**src/rtl/div_pkg.sv**
```systemverilog
package div_pkg;
  // Strobes from the counter control to the output datapath, valid for the next rising edge
  typedef struct packed {
    logic riseNext;    // rising-edge phase is high in the coming cycle
    logic oddNext;     // divisor in force for the coming cycle is odd
    logic bypassNext;  // divisor in force is 0 or 1
  } div_ctl_t;
endpackage

```
**src/rtl/div_ctrl.sv**
```systemverilog
module div_ctrl import div_pkg::*; #(
  parameter int W   = 8,
  parameter int DEF = 15
) (
  input  logic         refClk,
  input  logic         rstN,
  input  logic         load,
  input  logic [W-1:0] newDiv,
  output div_ctl_t     ctl
);
  localparam logic [W-1:0] DefVal  = W'(DEF);
  localparam logic [W-1:0] DefLast = W'(DEF - 1);
  localparam logic [W-1:0] Two     = W'(2);

  logic [W-1:0] cnt, active, pending;
  logic [W-1:0] pendingN, cntN, activeN;
  logic         terminal;

  always_comb begin
    pendingN = load ? newDiv : pending;
    terminal = (active < Two) || (cnt == active - 1'b1);
    cntN     = terminal ? '0 : cnt + 1'b1;
    activeN  = terminal ? pendingN : active;
    ctl.riseNext   = cntN < (activeN >> 1);
    ctl.oddNext    = activeN[0];
    ctl.bypassNext = activeN < Two;
  end

  always_ff @(posedge refClk or negedge rstN) begin
    if (!rstN) begin
      cnt     <= DefLast;
      active  <= DefVal;
      pending <= DefVal;
    end else begin
      cnt     <= cntN;
      active  <= activeN;
      pending <= pendingN;
    end
  end

  // a strobe captures the presented divisor
  assert_capture_R4: assert property (@(posedge refClk) disable iff (!rstN)
    load |=> pending == $past(newDiv));

  // the running divisor changes only where a new period starts
  assert_switch_at_start_R5: assert property (@(posedge refClk) disable iff (!rstN)
    !$stable(active) |-> cnt == '0);

  // the period counter never passes the running divisor
  assert_count_range_R2: assert property (@(posedge refClk) disable iff (!rstN)
    (active >= Two) |-> cnt < active);
endmodule

```
**src/rtl/div_path.sv**
```systemverilog
module div_path import div_pkg::*; (
  input  logic     refClk,
  input  logic     rstN,
  input  div_ctl_t ctl,
  output logic     divOut
);
  logic riseQ, oddQ, bypassQ, fallQ;

  always_ff @(posedge refClk or negedge rstN) begin
    if (!rstN) begin
      riseQ   <= 1'b0;
      oddQ    <= 1'b0;
      bypassQ <= 1'b0;
    end else begin
      riseQ   <= ctl.riseNext;
      oddQ    <= ctl.oddNext;
      bypassQ <= ctl.bypassNext;
    end
  end

  // Half-cycle extension for odd ratios: rising phase retimed on the falling edge
  always_ff @(negedge refClk or negedge rstN) begin
    if (!rstN) fallQ <= 1'b0;
    else       fallQ <= riseQ;
  end

  assign divOut = bypassQ ? refClk : (riseQ | (oddQ & fallQ));

  // parity changes only as a fresh high phase begins
  assert_odd_align_R3: assert property (@(posedge refClk) disable iff (!rstN)
    (!$stable(oddQ) && !bypassQ) |-> riseQ);
endmodule

```
**src/rtl/dual_clk_divider.sv**
```systemverilog
module dual_clk_divider #(
  parameter int DIV_W = 8,
  parameter int DEF_A = 15,
  parameter int DEF_B = 46
) (
  input  logic             refClk,
  input  logic             rstN,
  input  logic             loadStrobe,
  input  logic [DIV_W-1:0] divA,
  input  logic [DIV_W-1:0] divB,
  output logic             outA,
  output logic             outB
);
  import div_pkg::*;
  localparam int NCH = 2;

  logic [NCH-1:0][DIV_W-1:0] divIn;
  logic [NCH-1:0]            chOut;

  assign divIn = {divB, divA};

  for (genvar ch = 0; ch < NCH; ch++) begin : g_ch
    div_ctl_t ctl;
    div_ctrl #(.W(DIV_W), .DEF(ch == 0 ? DEF_A : DEF_B)) u_ctrl (
      .refClk(refClk), .rstN(rstN), .load(loadStrobe),
      .newDiv(divIn[ch]), .ctl(ctl));
    div_path u_path (
      .refClk(refClk), .rstN(rstN), .ctl(ctl), .divOut(chOut[ch]));
  end

  assign outA = chOut[0];
  assign outB = chOut[1];
endmodule

```
**config.mk**
```make
export PLATFORM = sky130hd
export DESIGN_NAME = dual_clk_divider
export DESIGN_NICKNAME = d
export VERILOG_FILES = /design/src/rtl/div_pkg.sv /design/src/rtl/div_ctrl.sv /design/src/rtl/div_path.sv /design/src/rtl/dual_clk_divider.sv
export SDC_FILE = /design/constraint.sdc
export NUM_CORES = 1
export LEC_CHECK = 0
export BUFFER_PORTS_ARGS = -buffer_cell sky130_fd_sc_hd__buf_4
export CAP_MARGIN = 15
export CORE_ASPECT_RATIO = 0.5
export CORE_MARGIN = 10
export CORE_UTILIZATION = 57
export CTS_BUF_LIST = sky130_fd_sc_hd__clkbuf_8 sky130_fd_sc_hd__clkbuf_16
export CTS_CLUSTER_DIAMETER = 100
export CTS_CLUSTER_SIZE = 25
export DETAILED_ROUTE_END_ITERATION = 8
export GPL_TIMING_DRIVEN = 0
export PLACE_DENSITY = 0.82
export SYNTH_ARGS = -nofsm -noshare
export SYNTH_HDL_FRONTEND = slang
export SYNTH_SLANG_ARGS = --single-unit
```
**constraint.sdc**
```tcl
create_clock -name refClk -period 3.8 [get_ports refClk]
set_input_delay 0.57 -clock refClk [delete_from_list [all_inputs] [get_ports refClk]]
set_output_delay 0.57 -clock refClk [all_outputs]
set_load 0.01 [all_outputs]
```
# After elaboration in Yosys (flattened, before gate mapping)
# Cells that the tools add are included.
[classes]
magnitude_cmp = 6
div_mod_pow = 0
n_shift = 0
n_reduce_logical = 2
muxes = 8
n_eq_ne = 2
bitwise = 4
addsub = 4
multipliers = 0
[ops]
columns = ["operator", "n"]
rows = [
  ["$mux 8", 6],
  ["$lt 8x2->1 const B", 4],
  ["$add 8x1->8 const B", 2],
  ["$eq 8x8->1", 2],
  ["$lt 8x7->1", 2],
  ["$sub 8x1->8 const B", 2],
  ["$and 1x1->1", 2],
  ["$logic_or 1x1->1", 2],
  ["$mux 1", 2],
  ["$or 1x1->1", 2],
]
[totals]
register_bits = 56
wordCells = 40
input_bits = 19
mem_bits_ro = 0
memories = 0
output_inout_bits = 2
latchBits = 0
ram_bits = 0

# Longest topological paths before layout
[logic_depth]
depth_word = 5
mapped_depth = 18
ltp_nobuf = 16

# Cells and area by module
# A second synthesis with hierarchy kept.
[unflattened]
hier_cells = 282
area_unflattened_um2 = 3136.8
[by_module_without_submodules]
columns = ["mod", "instances", "seq_area_each_um2", "cells_each", "area_per_inst_um2"]
rows = [
  ["div_ctrl at g_ch[1].u_ctrl", 1, 615.6, 134, 1447.6],
  ["div_ctrl at g_ch[0].u_ctrl", 1, 614.3, 134, 1446.4],
  ["div_path", 2, 100.1, 7, 121.4],
]

==> impl_metrics.toml <==
[place]
dp_worst_setup_slack_ps = -176
dp_cells = 381
hpwlAfterDp_um = 4870
io_buffers = 19
place_congestion = 0.864
post_dp_cell_area_um2 = 3390

[timing]
fmax_mhz = 267
maxSlewViolCount = 0
worst_slew_pin_slew_ps = 659
fin_skew_ps = 12.5
setup_viol = 0
rsz0062_at_grt = "true"
setup_slack_ps = 49.1
setup_tns_ps = 0
hold_viol = 0
period_needed_ps = 3750
post-route-period-util = 0.987
maxSlewHeadroom = 0.561
holdWs_ps = 176

[yosys]
yosysUniqueCellTypes = 51
synthAdderAreaFrac = 0.0634
syn_inst = 289
yosysWarnings = 0
syn-mean-instance-area_um2 = 10.9
async_flop_share = 1.00
ys_seq_elements = 55
synth_edf_count = 0
netlist_area_um2 = 3160
synth-simple-area-share = 0.157
synth-main-ff-cell = "dfrtp_1"
syn-num-nets = 324
synth_xor_xnor_area_share = 0.0860
synth_top_family_by_area = "simple AND/OR/NAND/NOR gates"
synth_mux_area_frac = 0.124
ys_seq_area_frac = 0.445
synth_compound_area_frac = 0.0809

[global_route]
use_met2 = 0.274
use_met3 = 0.0305
grt_use_total = 0.148
antenna_found_initial = 0
grt_overflow = 0
grt_max_degree = 56
top_usage_layer = "met2"
grt_pass1_wl_um = 11100
grt_pass1_vias = 2418
gr-usage-met1 = 0.162

[run_status]
outcome = "complete, no violations"

[clock_network]
holdBufCountCts = 0
cts.clk_slew.worst_paths_ps = 90
cts_tree = "yes"
clock_latency_ps = 430

[die]
die_x_um = 125
die_h_um = 72.6
initial_core_util = 0.582
die-area_um2 = 9090
fp-row-count = 19
ios = 21
coreArea_um2 = 5420

[power_and_ir_drop]
p_leak_nw = 1.59
powerDensity_nw_per_um2 = 896
internal_power_mw = 1.91
ir_drop_v = 0.000472
seq_power_share = 0.345
total_power_mw = 3.27
swShare = 0.417
clockPowerShare = 0.138
p_sw_mw = 1.36
comb_power_share = 0.517

[final_layout]
final_cells = 397
fillers = 390
design_area_um2 = 3650
nNetsFinal = 358
syn_to_final_growth_pct = 15.6
diodes = 0
final_core_util = 0.673
layout-drive-gt1-share = 0.321

[routing]
first_iter_violations = 200
ant_nets = 0
wirelength_um = 6890
drcViolationCount = 0
first_pass_iters = 4
viasPerCell = 5.77
wl_per_cell_um = 17.4
vias = 2289

[critical_path]
reg2reg_depth = 17
cp.arrival_ps = 4110
crit_fanout = 10
r2r-end = "g_ch[0].u_path.riseQ$_DFF_PN0_"
timing.rr.start = "g_ch[0].u_ctrl.active[2]$_DFF_PN1_"
crit_type = "register to register"
worstSetupEndpointType = "register"
cp-start-kind = "register"
worst_ep_required_time_ps = 4160
rrSetupSlack_ps = 50

[run]
drv_cap = 0

[worst_hold_path]
min_path_type = "primary input to asynchronous set/reset pin"
==> Yosys cell counts (3+ instances only) <==
cell	instances	area, um2
and2_1	7	43.8
buf_6	3	33.8
dfrtp_1	30	751
clkbuf_1	5	18.8
xor2_1	14	123
nand3_1	10	50.1
mux2_2	17	191
nand4_1	4	25.0
a211oi_1	4	30.0
mux2i_1	14	140
nand2_1	18	67.6
dfstp_2	23	604
mux2_4	4	60.1
ha_1	16	200
and3_1	8	50.1
inv_1	13	48.8
a21oi_1	10	50.1
nor2_1	15	56.3
xnor2_1	17	149
nor2b_1	3	18.8
o21ai_0	7	35.0
nor3_1	9	45.0
==> power groups by stage <==
stage	Combinational [mW]	Clock (mW)	Sequential, mW
3_3_place_gp	1.46	0.0146	1.08
5_1_grt	1.87	0.480	1.16
2_1_floorplan	1.25	0.00627	1.03
4_1_cts	1.60	0.459	1.11
6_report	1.69	0.451	1.13
3_5_place_dp	1.56	0.0146	1.10
==> worst max-delay path: stages (launching register included) <==
cell and delay (ps):
dfstp_2 540, buf_6 130, nor3_4 50, buf_4 150
a21oi_2 170, a211o_1 130, a31oi_1 90, or4_1 550
buf_6 160, nand2_8 100, buf_4 130, mux2i_2 240
ha_1 300, a31o_2 220, a211oi_2 240, nand2_1 80
mux2i_1 180, o221a_1 210
==> worst max-delay path by stage <==
| stage | from | endpoint | slack, ps | cells past startpoint |
|---|---|---|---|---|
| 2_1_floorplan | g_ch[0].u_ctrl.active[2]$_DFF_PN1_ | g_ch[0].u_path.riseQ$_DFF_PN0_ | 380 | 18 |
| 3_3_place_gp | g_ch[0].u_ctrl.active[4]$_DFF_PN0_ | g_ch[0].u_path.riseQ$_DFF_PN0_ | 3 | 17 |
| 3_5_place_dp | g_ch[0].u_ctrl.active[4]$_DFF_PN0_ | g_ch[0].u_path.riseQ$_DFF_PN0_ | -180 | 17 |
| 4_1_cts | g_ch[1].u_ctrl.active[0]$_DFFE_PN0N_ | g_ch[1].u_path.riseQ$_DFF_PN0_ | 4 | 16 |
| 5_1_grt | g_ch[0].u_ctrl.active[2]$_DFF_PN1_ | g_ch[0].u_path.riseQ$_DFF_PN0_ | -70 | 17 |
| 6_report | g_ch[0].u_ctrl.active[2]$_DFF_PN1_ | g_ch[0].u_path.riseQ$_DFF_PN0_ | 50 | 17 |
==> flip-flops by register name (all words and copies together), names as in the netlist <==
name,flops
g_ch.u_path.riseQ,2
g_ch.u_ctrl.cnt,16
g_ch.u_ctrl.pending,16
g_ch.u_path.bypassQ,2
g_ch.u_path.oddQ,1
g_ch.u_ctrl.active,16
g_ch.u_path.fallQ,2
==> logic make-up (layout without fill, tap and decap cells) <==
kind of cell / after synthesis / in the layout
adder cells (fa/ha/maj): 16 / 16
buffers and inverters: 25 / 60
AO/OA/AOI/OAI: 38 / 38
multiplexers: 35 / 35
flip-flops: 55 / 55
XOR/XNOR: 31 / 31
AND/OR/NAND/NOR: 89 / 89
==> metal layers <==
layer | up-vias | part of all wire | wire length (um)
met5 | - | 0 | 0
met4 | 0 | 0.023 | 160
met3 | 16 | 0.027 | 189
met2 | 36 | 0.54 | 3690
met1 | 1145 | 0.41 | 2850
li1 | 1092 | - | -
==> layout by cell type, fill, tap and decap left out, types with 11 or more instances in the layout <==
cell     instances
buf_4           27
nand2_1         18
inv_1           13
dfstp_2         23
mux2_2          17
mux2i_1         11
ha_1            13
xor2_1          14
nor2_1          15
xnor2_1         17
dfrtp_1         29
==> repair_timing <==
item | 4_1_cts | 5_1_grt
setup buffers | 0 | 7
endpoints found under the setup margin | 1 | 2
pin swaps | 0 | 3
resized for setup | 7 | 14
==> cell type report <==
cell class / count / area (um2) / share of cell area
multi-input combinational: 209 / 1700 / 0.465
buffer: 9 / 71.3 / 0.0195
sequential: 55 / 1410 / 0.385
clock inverter: 3 / 15.0 / 0.00412
inverter: 13 / 48.8 / 0.0134
timing repair buffer: 24 / 180 / 0.0494
tap: 73 / 91.3 / 0.0250
clock buffer: 11 / 139 / 0.0381
Power figures use the tool's default switching activity.
